**src/rtl/mdio_cmd_pkg.sv**
```systemverilog
package mdio_cmd_pkg;

  // command word field positions
  localparam int F_DATA_LSB = 0;
  localparam int F_REG_LSB  = 16;
  localparam int F_PHY_LSB  = 21;
  localparam int F_WR       = 26;
  localparam int F_RD       = 27;
  localparam int F_DONE     = 28;

  // frame geometry, in bits
  localparam int PRE_BITS  = 35;
  localparam int HDR_BITS  = PRE_BITS + 2 + 2 + 5 + 5;   // 49
  localparam int DATA_BITS = 16;
  localparam int WR_FRAME  = HDR_BITS + 2 + DATA_BITS;   // 67
  localparam int RD_FRAME  = HDR_BITS + 1 + DATA_BITS;   // 66
  localparam int IDX_W     = 7;

  typedef enum logic [1:0] {
    PH_LO1 = 2'd0,
    PH_HI  = 2'd1,
    PH_LO2 = 2'd2
  } phase_e;

  typedef struct packed {
    logic        is_wr;
    logic [4:0]  phy;
    logic [4:0]  regad;
    logic [15:0] wdata;
  } xfer_t;

  function automatic logic [IDX_W-1:0] frame_len(input logic is_wr);
    return is_wr ? IDX_W'(WR_FRAME) : IDX_W'(RD_FRAME);
  endfunction

  // output enable for bit position idx
  function automatic logic drive_en(input logic [IDX_W-1:0] idx, input logic is_wr);
    return (int'(idx) < HDR_BITS) || is_wr;
  endfunction

  // read frames sample the line during these bit positions
  function automatic logic is_sample(input logic [IDX_W-1:0] idx, input logic is_wr);
    return !is_wr && (int'(idx) > HDR_BITS) && (int'(idx) < RD_FRAME);
  endfunction

  // value driven on MDIO for bit position idx of transfer x
  function automatic logic frame_bit(input logic [IDX_W-1:0] idx, input xfer_t x);
    int          i;
    logic [4:0]  f5;
    logic [15:0] f16;
    i = int'(idx);
    f5 = '0;
    f16 = '0;
    if (i < PRE_BITS)        return 1'b1;
    else if (i == PRE_BITS)      return 1'b0;
    else if (i == PRE_BITS + 1)  return 1'b1;
    else if (i == PRE_BITS + 2)  return !x.is_wr;
    else if (i == PRE_BITS + 3)  return x.is_wr;
    else if (i < PRE_BITS + 9) begin
      f5 = x.phy >> (PRE_BITS + 8 - i);
      return f5[0];
    end else if (i < HDR_BITS) begin
      f5 = x.regad >> (HDR_BITS - 1 - i);
      return f5[0];
    end else if (i == HDR_BITS)      return 1'b1;
    else if (i == HDR_BITS + 1)  return 1'b0;
    else begin
      f16 = x.wdata >> (WR_FRAME - 1 - i);
      return f16[0];
    end
  endfunction

endpackage

```
**src/rtl/mdio_phase_gen.sv**
```systemverilog
module mdio_phase_gen
  import mdio_cmd_pkg::*;
#(
  parameter int PHASE_CYC = 50
) (
  input  logic   clk,
  input  logic   rst_n,
  input  logic   run,
  output phase_e phase,
  output logic   sample_now,
  output logic   bit_done
);
  localparam int CW = (PHASE_CYC > 1) ? $clog2(PHASE_CYC) : 1;
  localparam logic [CW-1:0] CNT_LAST = CW'(PHASE_CYC - 1);

  logic [CW-1:0] cnt;
  logic          phase_end;

  assign phase_end  = (cnt == CNT_LAST);
  assign sample_now = run && (phase == PH_HI)  && phase_end;
  assign bit_done   = run && (phase == PH_LO2) && phase_end;

  always_ff @(posedge clk) begin
    if (!rst_n || !run) begin
      cnt   <= '0;
      phase <= PH_LO1;
    end else if (phase_end) begin
      cnt <= '0;
      case (phase)
        PH_LO1:  phase <= PH_HI;
        PH_HI:   phase <= PH_LO2;
        default: phase <= PH_LO1;
      endcase
    end else begin
      cnt <= cnt + 1'b1;
    end
  end

  p_cnt_range_r8: assert property (@(posedge clk) disable iff (!rst_n)
    int'(cnt) < PHASE_CYC);

  p_phase_legal_r8: assert property (@(posedge clk) disable iff (!rst_n)
    phase != 2'd3);

endmodule

```
**src/rtl/mdio_bit_engine.sv**
```systemverilog
module mdio_bit_engine
  import mdio_cmd_pkg::*;
(
  input  logic        clk,
  input  logic        rst_n,
  input  logic        start,
  input  xfer_t       start_x,
  input  phase_e      phase,
  input  logic        sample_now,
  input  logic        bit_done,
  input  logic        mdio_i,
  output logic        busy,
  output logic        fin,
  output logic [15:0] rd_val,
  output logic        mdc,
  output logic        mdio_o,
  output logic        mdio_oe
);
  logic [IDX_W-1:0] idx;
  xfer_t            x;
  logic [15:0]      shreg;
  logic             last_bit;

  assign last_bit = (idx == frame_len(x.is_wr) - 1'b1);
  assign fin      = busy && bit_done && last_bit;
  assign rd_val   = shreg;
  assign mdc      = busy && (phase == PH_HI);
  assign mdio_oe  = busy && drive_en(idx, x.is_wr);
  assign mdio_o   = mdio_oe && frame_bit(idx, x);

  always_ff @(posedge clk) begin
    if (!rst_n) begin
      busy  <= 1'b0;
      idx   <= '0;
      x     <= '0;
      shreg <= '0;
    end else if (start) begin
      busy  <= 1'b1;
      idx   <= '0;
      x     <= start_x;
      shreg <= '0;
    end else if (busy) begin
      if (sample_now && is_sample(idx, x.is_wr))
        shreg <= {shreg[14:0], mdio_i};
      if (bit_done) begin
        if (last_bit) busy <= 1'b0;
        else          idx  <= idx + 1'b1;
      end
    end
  end

  p_hold_while_high_r8: assert property (@(posedge clk) disable iff (!rst_n)
    mdc |-> $stable(mdio_o) && $stable(mdio_oe));

  p_read_release_r7: assert property (@(posedge clk) disable iff (!rst_n)
    (busy && !x.is_wr && int'(idx) >= HDR_BITS) |-> !mdio_oe);

  p_idle_quiet_r12: assert property (@(posedge clk) disable iff (!rst_n)
    !busy |-> (!mdc && !mdio_oe));

  p_idx_range_r9: assert property (@(posedge clk) disable iff (!rst_n)
    busy |-> (idx < frame_len(x.is_wr)));

endmodule

```
**src/rtl/mdio_cmd_master.sv**
```systemverilog
module mdio_cmd_master
  import mdio_cmd_pkg::*;
#(
  parameter int PHASE_CYC = 50
) (
  input  logic        clk,
  input  logic        rst_n,
  input  logic        cmd_we,
  input  logic [31:0] cmd_wdata,
  output logic [31:0] cmd_rdata,
  output logic        mdc,
  output logic        mdio_o,
  output logic        mdio_oe,
  input  logic        mdio_i
);
  logic [31:0] cmd_q;
  logic        busy, fin;
  logic [15:0] rd_val;
  logic        one_req, accept, noop;
  xfer_t       sx;
  phase_e      phase;
  logic        sample_now, bit_done;

  assign one_req = cmd_wdata[F_WR] ^ cmd_wdata[F_RD];
  assign accept  = cmd_we && !busy && one_req;
  assign noop    = cmd_we && !busy && !one_req;

  assign sx.is_wr = cmd_wdata[F_WR];
  assign sx.phy   = cmd_wdata[F_PHY_LSB +: 5];
  assign sx.regad = cmd_wdata[F_REG_LSB +: 5];
  assign sx.wdata = cmd_wdata[F_DATA_LSB +: 16];

  assign cmd_rdata = cmd_q;

  always_ff @(posedge clk) begin
    if (!rst_n) begin
      cmd_q <= '0;
    end else if (accept) begin
      cmd_q         <= cmd_wdata;
      cmd_q[F_DONE] <= 1'b0;
    end else if (noop) begin
      cmd_q         <= cmd_wdata;
      cmd_q[F_DONE] <= 1'b1;
    end else if (fin) begin
      cmd_q[F_DONE] <= 1'b1;
      if (cmd_q[F_RD]) cmd_q[F_DATA_LSB +: 16] <= rd_val;
    end
  end

  mdio_phase_gen #(.PHASE_CYC(PHASE_CYC)) u_phase (
    .clk        (clk),
    .rst_n      (rst_n),
    .run        (busy),
    .phase      (phase),
    .sample_now (sample_now),
    .bit_done   (bit_done)
  );

  mdio_bit_engine u_engine (
    .clk        (clk),
    .rst_n      (rst_n),
    .start      (accept),
    .start_x    (sx),
    .phase      (phase),
    .sample_now (sample_now),
    .bit_done   (bit_done),
    .mdio_i     (mdio_i),
    .busy       (busy),
    .fin        (fin),
    .rd_val     (rd_val),
    .mdc        (mdc),
    .mdio_o     (mdio_o),
    .mdio_oe    (mdio_oe)
  );

  p_accept_clears_done_r2: assert property (@(posedge clk) disable iff (!rst_n)
    accept |=> (!cmd_rdata[F_DONE] && busy));

  p_noop_done_r10: assert property (@(posedge clk) disable iff (!rst_n)
    noop |=> (cmd_rdata[F_DONE] && !busy && !mdc));

  p_busy_freeze_r11: assert property (@(posedge clk) disable iff (!rst_n)
    (busy && !fin) |=> $stable(cmd_rdata));

  p_fin_sets_done_r9: assert property (@(posedge clk) disable iff (!rst_n)
    fin |=> (cmd_rdata[F_DONE] && !busy));

  p_done_low_while_busy_r9: assert property (@(posedge clk) disable iff (!rst_n)
    busy |-> !cmd_rdata[F_DONE]);

endmodule

```
**config.mk**
```make
export PLATFORM = sky130hd
export DESIGN_NAME = mdio_cmd_master
export DESIGN_NICKNAME = d
export VERILOG_FILES = /design/src/rtl/mdio_cmd_pkg.sv /design/src/rtl/mdio_phase_gen.sv /design/src/rtl/mdio_bit_engine.sv /design/src/rtl/mdio_cmd_master.sv
export SDC_FILE = /design/constraint.sdc
export NUM_CORES = 1
export LEC_CHECK = 0
export CORE_MARGIN = 2
export CORE_UTILIZATION = 35
export CTS_CLUSTER_SIZE = 40
export DETAILED_ROUTE_END_ITERATION = 7
export HOLD_SLACK_MARGIN = 0.08
export PLACE_DENSITY = 0.61
export SLEW_MARGIN = 15
export SYNTH_ARGS = -nofsm -noshare
export SYNTH_HDL_FRONTEND = slang
export SYNTH_SLANG_ARGS = --single-unit
```
**constraint.sdc**
```tcl
create_clock -name clk -period 8.41 [get_ports clk]
set_input_delay 2.1025 -clock clk [delete_from_list [all_inputs] [get_ports clk]]
set_output_delay 2.1025 -clock clk [all_outputs]
set_load 0.02 [all_outputs]
```
Word level (Yosys, flattened, before mapping)
Index checks and enable logic that the tools add are counted.
- flip-flop bits (word level): 91
- latch bits: 0
- bits in writable memories: 0
- bits in read-only memories: 0
- input bits: 36
- output and inout port bits: 35
- logic and storage cells: 92
- memories: 0
- add/sub/neg operators: 6
- multipliers: 0
- div/mod/pow operators: 0
- order comparisons: 5
- eq/ne operators: 10
- shift-type cells: 3
- multiplexer cells: 23
- bitwise operators: 3
- reduce and logical (&&, ||, !) cells: 30
- operator list (operator ; number):
    right shift 5 x 32 -> 1 bit ; 2
    2-to-1 mux 16 bit ; 3
    equality test 7 bit (second input constant) ; 6
    2-to-1 mux 32 bit ; 1
    right shift 16 x 32 -> 1 bit ; 1
    less-than comparator 7 x 6 -> 1 bit (second input constant) ; 3
    2-to-1 mux 1 bit ; 16
    subtractor 6 x 7 -> 8 bit (first input constant) ; 2
    logical AND 1 bit ; 14
    2-to-1 mux 12 bit ; 1
    subtractor 7 x 7 -> 8 bit (first input constant) ; 1
    adder 7 x 1 -> 7 bit (second input constant) ; 1
    equality test 7 bit ; 1
    greater-than comparator 7 x 6 -> 1 bit (second input constant) ; 1
    less-than comparator 7 bit (second input constant) ; 1
    subtractor 7 x 1 -> 7 bit (second input constant) ; 1
    adder 6 x 1 -> 6 bit (second input constant) ; 1
    equality test 6 bit (second input constant) ; 1
    nonzero test 3 bit ; 2
    logical NOT 1 bit ; 4
    one-hot mux 2 bit (2 select lines) ; 1
    AND reduction 2 bit ; 2
    nonzero test 2 bit ; 2
    OR reduction 2 bit ; 2
    8 further kinds ; 10

Depth between registers and ports, before layout
- depth in word-level cells: 12
- mapped depth: 10
- mapped depth without buffers: 8

Hierarchy
Synthesis repeated with hierarchy kept, for this count alone.
- cell total of the unflattened synthesis: 503
- area, all modules: 4700.8 sq um
- modules (own cells, without submodules) (module ; times used ; cells an instance ; area an instance (sq um)):
    mdio_bit_engine ; 1 ; 300 ; 2909.0
    mdio_cmd_master ; 1 ; 164 ; 1420.1
    mdio_phase_gen ; 1 ; 39 ; 371.6

Worst setup path after synthesis
No wires, ideal clock.
- path type: flip-flop to output port
- start point: register u_engine.idx[1]
- end point: output port mdio_o
- arrival: 2.671 ns
- required time: 6.307 ns
- path slack: 3.637 ns
- cell stages (with the launch flop): 9
- path buffers: 1
- path through: dfxtp_1 clkbuf_1 inv_1 ha_1 mux4_2 o22ai_1 a311o_1 or3_1 o31ai_1
- cells in the longest elaborated chain, start to end: 12
- ends and longest elaborated chain (element ; line ; RTL):
    from (decl) ; mdio_bit_engine.sv:19 ; logic [IDX_W-1:0] idx;
    from (signal assigned) ; mdio_bit_engine.sv:47 ; else idx <= idx + 1'b1;
    subtractor 7 x 7 -> 8 bit ; mdio_cmd_pkg.sv:68 ; f16 = x.wdata >> (WR_FRAME - 1 - i);
    right shift 16 x 32 -> 1 bit ; mdio_cmd_pkg.sv:68 ;
    2-to-1 mux 1 bit ; mdio_cmd_pkg.sv:66 ; else if (i == HDR_BITS + 1) return 1'b0;
    2-to-1 mux 1 bit ; mdio_cmd_pkg.sv:65 ; end else if (i == HDR_BITS) return 1'b1;
    2-to-1 mux 1 bit ; mdio_cmd_pkg.sv:62 ; end else if (i < HDR_BITS) begin
    2-to-1 mux 1 bit ; mdio_cmd_pkg.sv:59 ; else if (i < PRE_BITS + 9) begin
    2-to-1 mux 1 bit ; mdio_cmd_pkg.sv:58 ; else if (i == PRE_BITS + 3) return x.is_wr;
    2-to-1 mux 1 bit ; mdio_cmd_pkg.sv:57 ; else if (i == PRE_BITS + 2) return !x.is_wr;
    2-to-1 mux 1 bit ; mdio_cmd_pkg.sv:56 ; else if (i == PRE_BITS + 1) return 1'b1;
    2-to-1 mux 1 bit ; mdio_cmd_pkg.sv:55 ; else if (i == PRE_BITS) return 1'b0;
    2-to-1 mux 1 bit ; mdio_cmd_pkg.sv:54 ; if (i < PRE_BITS) return 1'b1;
    logical AND 1 bit (*) ; mdio_bit_engine.sv:29 ; assign mdio_o = mdio_oe && frame_bit(idx, x);
    to (decl) ; mdio_cmd_master.sv:12 ; output logic mdio_o,
Every way passes the cells marked *; elsewhere a longest branch is shown, timed or not.

Final worst setup path
Same ends and word-level chain as after synthesis.

==> results.ini <==
[setup_path]
worstPathArrival_ns = 3.98
r2r_start = u_engine.busy
endpoint_kind = output pin
rrSetupSlack_ns = 5.30
cp_cell_sequence = inv_1 > ha_1 > mux4_2 > o22ai_1 > a311o_1 > or3_1 > o31ai_1 > clkdlybuf4s50_1
cpPeakStageDelay_ns = 0.68
required_ns = 6.31
start_kind = flop
rr_endpoint = u_engine.rd_val[13]
worstSetupPathType = flop to output pin
reg2reg_depth = 4
slowest_stage = ha_1
critical_path.max_fanout = 14

[timing]
setup_violations = 0
min_period_ns = 6.08
maxClockFrequency_mhz = 164
relSlewSlack = 0.253
period_share = 0.723
maxSlewViolCount = 0
fin_worst_skew_ns = 0.00836
hold_violations = 0
worst_pin_slew_ns = 1.12
rsz0062_at_grt = no
fin_setup_tns_ns = 0

[hold_path]
hold_class = flop to flop
hold_start = cmd_rdata[16]
hold_depth = 2
min_to = cmd_rdata[16]

[clock_tree]
cts-hold-fix-buffers = 0
cts_tree = done
numCtsBuffers = 9
worstSkewPairLatency_ns = 0.34
cts_buffer_depth = 2
cts_root_buf = clkbuf_16
h-tree-depth = 3
cts_setup_buffers = 0
cts.sinks = 91
cts_resized = 0
clk_pin_slew_ns = 0.07

[placed_design]
dp_cells = 697
placed_area_um2 = 5180
numPortBuffers = 69
gp_congestion = 0.805
dp_hpwl_mm = 7.48

[power]
power_leakage_nw = 2.09
p_per_area_nw_per_um2 = 194
vdd_drop_max_mv = 0.126

[finish]
drive_gt1_frac = 0.0721
diodes = 0
seqCellArea_um2 = 1820
fin_cells = 713
layout.nets = 582
syn2layout_area_growth_pct = 25.0
n_fill_cell = 1198
design_area_um2 = 5540
multiInputGateArea_um2 = 2390

[yosys]
synth_cells = 491
synth-seq-cells = 91
syn_area_per_cell_um2 = 9.02
yosysSeqAreaShare = 0.411
yosysWarnings = 0
yosys.area.top_type_share = 0.411
synth_area_um2 = 4430
synth_flop_cell = dfxtp_1
synth_edf_count = 0
yosys-top-cells-area = dfxtp_1, nand2_1, mux2i_1
synth_cell_types = 61
synth_top_area_cell = dfxtp_1
synthArstFlopShare = 0
syn-num-nets = 537

[outcome]
status = completed

[global_routing]
top_usage_layer = met2
use_met1 = 0.219
grt_pass1_vias = 3555
grt_use_total = 0.165
overflow = 0
antenna_found_initial = 0
grt_pass1_wl_mm = 17.9
grtUsageMet2 = 0.267
grt_max_degree = 52
grtUsageMet3 = 0.0306

[floorplanning]
die_w_um = 116
num_io_pins = 71
start_util = 0.355
fp.coreArea_um2 = 12500
core.rowCount = 41
dieArea_um2 = 13600
die_y_um = 116

[detailed_routing]
ant_nets = 0
dr.pass1.iters = 5
via_count = 3626
vias_per_cell = 5.09
drt_iter0_markers = 137
drt-total-wl_mm = 10.6
routedWlPerCell_um = 14.9
drc_errors = 0

[job]
drv_cap = 0

## cells in the mapped netlist (all sizes together), types with 2 or more instances
master,instances
a21o,3
o2111ai,2
nor4,3
o22ai,2
a31o,2
nor2,44
a21oi,7
o211a,16
o32a,2
o32ai,2
nand3,27
a32o,16
clkbuf,25
nand4,5
or4,2
mux2i,23
mux2,4
xor2,5
ha,10
and2,6
buf,12
nor2b,5
nor3,4
xnor2,7
o31ai,2
a21boi,26
inv,11
o21ai,6
nand2,97
mux4,6
dfxtp,91
a31oi,2
or3,2
## placed cells by master (no fill, tap or decap), types with 7 or more instances in the layout
| cell | netlist | layout |
|---|---|---|
| dfxtp_1 | 91 | 91 |
| a21boi_1 | 14 | 14 |
| ha_1 | 10 | 10 |
| clkdlybuf4s50_1 | 0 | 69 |
| inv_1 | 9 | 9 |
| a32o_1 | 16 | 16 |
| clkbuf_16 | 0 | 9 |
| o211a_1 | 16 | 16 |
| nand2_1 | 97 | 97 |
| nor2_1 | 42 | 42 |
| nand3_1 | 27 | 27 |
| mux2i_1 | 23 | 23 |
| xnor2_1 | 7 | 7 |
| a21boi_0 | 12 | 12 |
## layer usage
metal | vias to the layer above | share of wire
li1 | 1817 | -
met1 | 1747 | 0.48
met2 | 45 | 0.48
met3 | 17 | 0.024
met4 | 0 | 0.018
met5 | - | 0
## cell families (layout without fill, tap and decap cells)
family                   count (synthesis)  after routing  synth area share
AND/OR/NAND/NOR                        203            203             0.219
AO/OA/AOI/OAI                           94             94             0.175
flip-flops                              91             91             0.411
buffers and inverters                   48             98            0.0500
multiplexers                            33             33            0.0927
XOR/XNOR                                12             12            0.0237
adder cells (fa/ha/maj)                 10             10            0.0282
## critical path: cells and delay by family, from the launching register on
family                     cells  cell delay (ns)
buffers and inverters          2             0.89
muxes                          1             0.32
AOI/OAI and AO/OA              3             0.74
and+or+nand+nor                1             0.34
adders and majority gates      1             0.68
DFF                            1             0.66
## registers in the layout, summed over array words and instances, names as in the netlist
signal / count
u_phase.phase: 2
u_engine.busy: 1
u_engine.idx: 7
u_engine.x: 27
u_phase.cnt: 6
cmd_rdata: 32
u_engine.rd_val: 16
## report_power, final
part           internal (W)  switching, W
sequential         0.000451     0.0000137
combinational     0.0000598     0.0000688
clock              0.000303      0.000176
## cell type report
type | instances | share of cell area
clock inverter | 6 | 0.0215
inverter | 11 | 0.00746
sequential | 91 | 0.329
timing repair buffer | 71 | 0.127
multi-input combinational | 352 | 0.432
clock buffer | 10 | 0.0432
tap | 172 | 0.0389
## metrics by stage
stage                     hold WS [ns]   util  power (W)  setup slack (ns)
after floorplan                  0.430      -   0.000546              3.64
after global placement           0.441  0.415   0.000601              2.71
after detailed placement         0.448  0.415   0.000604              2.71
after CTS                        0.455  0.444    0.00108              2.33
after global routing             0.471  0.444    0.00111              2.15
final                            0.454  0.444    0.00107              2.33
## worst max-delay path by stage
| stage | from | slack (ns) | cells past startpoint | to |
|---|---|---|---|---|
| after floorplan | u_engine.idx[1] | 3.64 | 8 | mdio_o |
| after global placement | u_engine.idx[1] | 2.71 | 8 | mdio_o |
| after detailed placement | u_engine.idx[1] | 2.71 | 8 | mdio_o |
| after CTS | u_engine.idx[1] | 2.33 | 8 | mdio_o |
| after global routing | u_engine.idx[1] | 2.15 | 8 | mdio_o |
| final | u_engine.idx[1] | 2.33 | 8 | mdio_o |
Power figures use the tool's default switching activity.
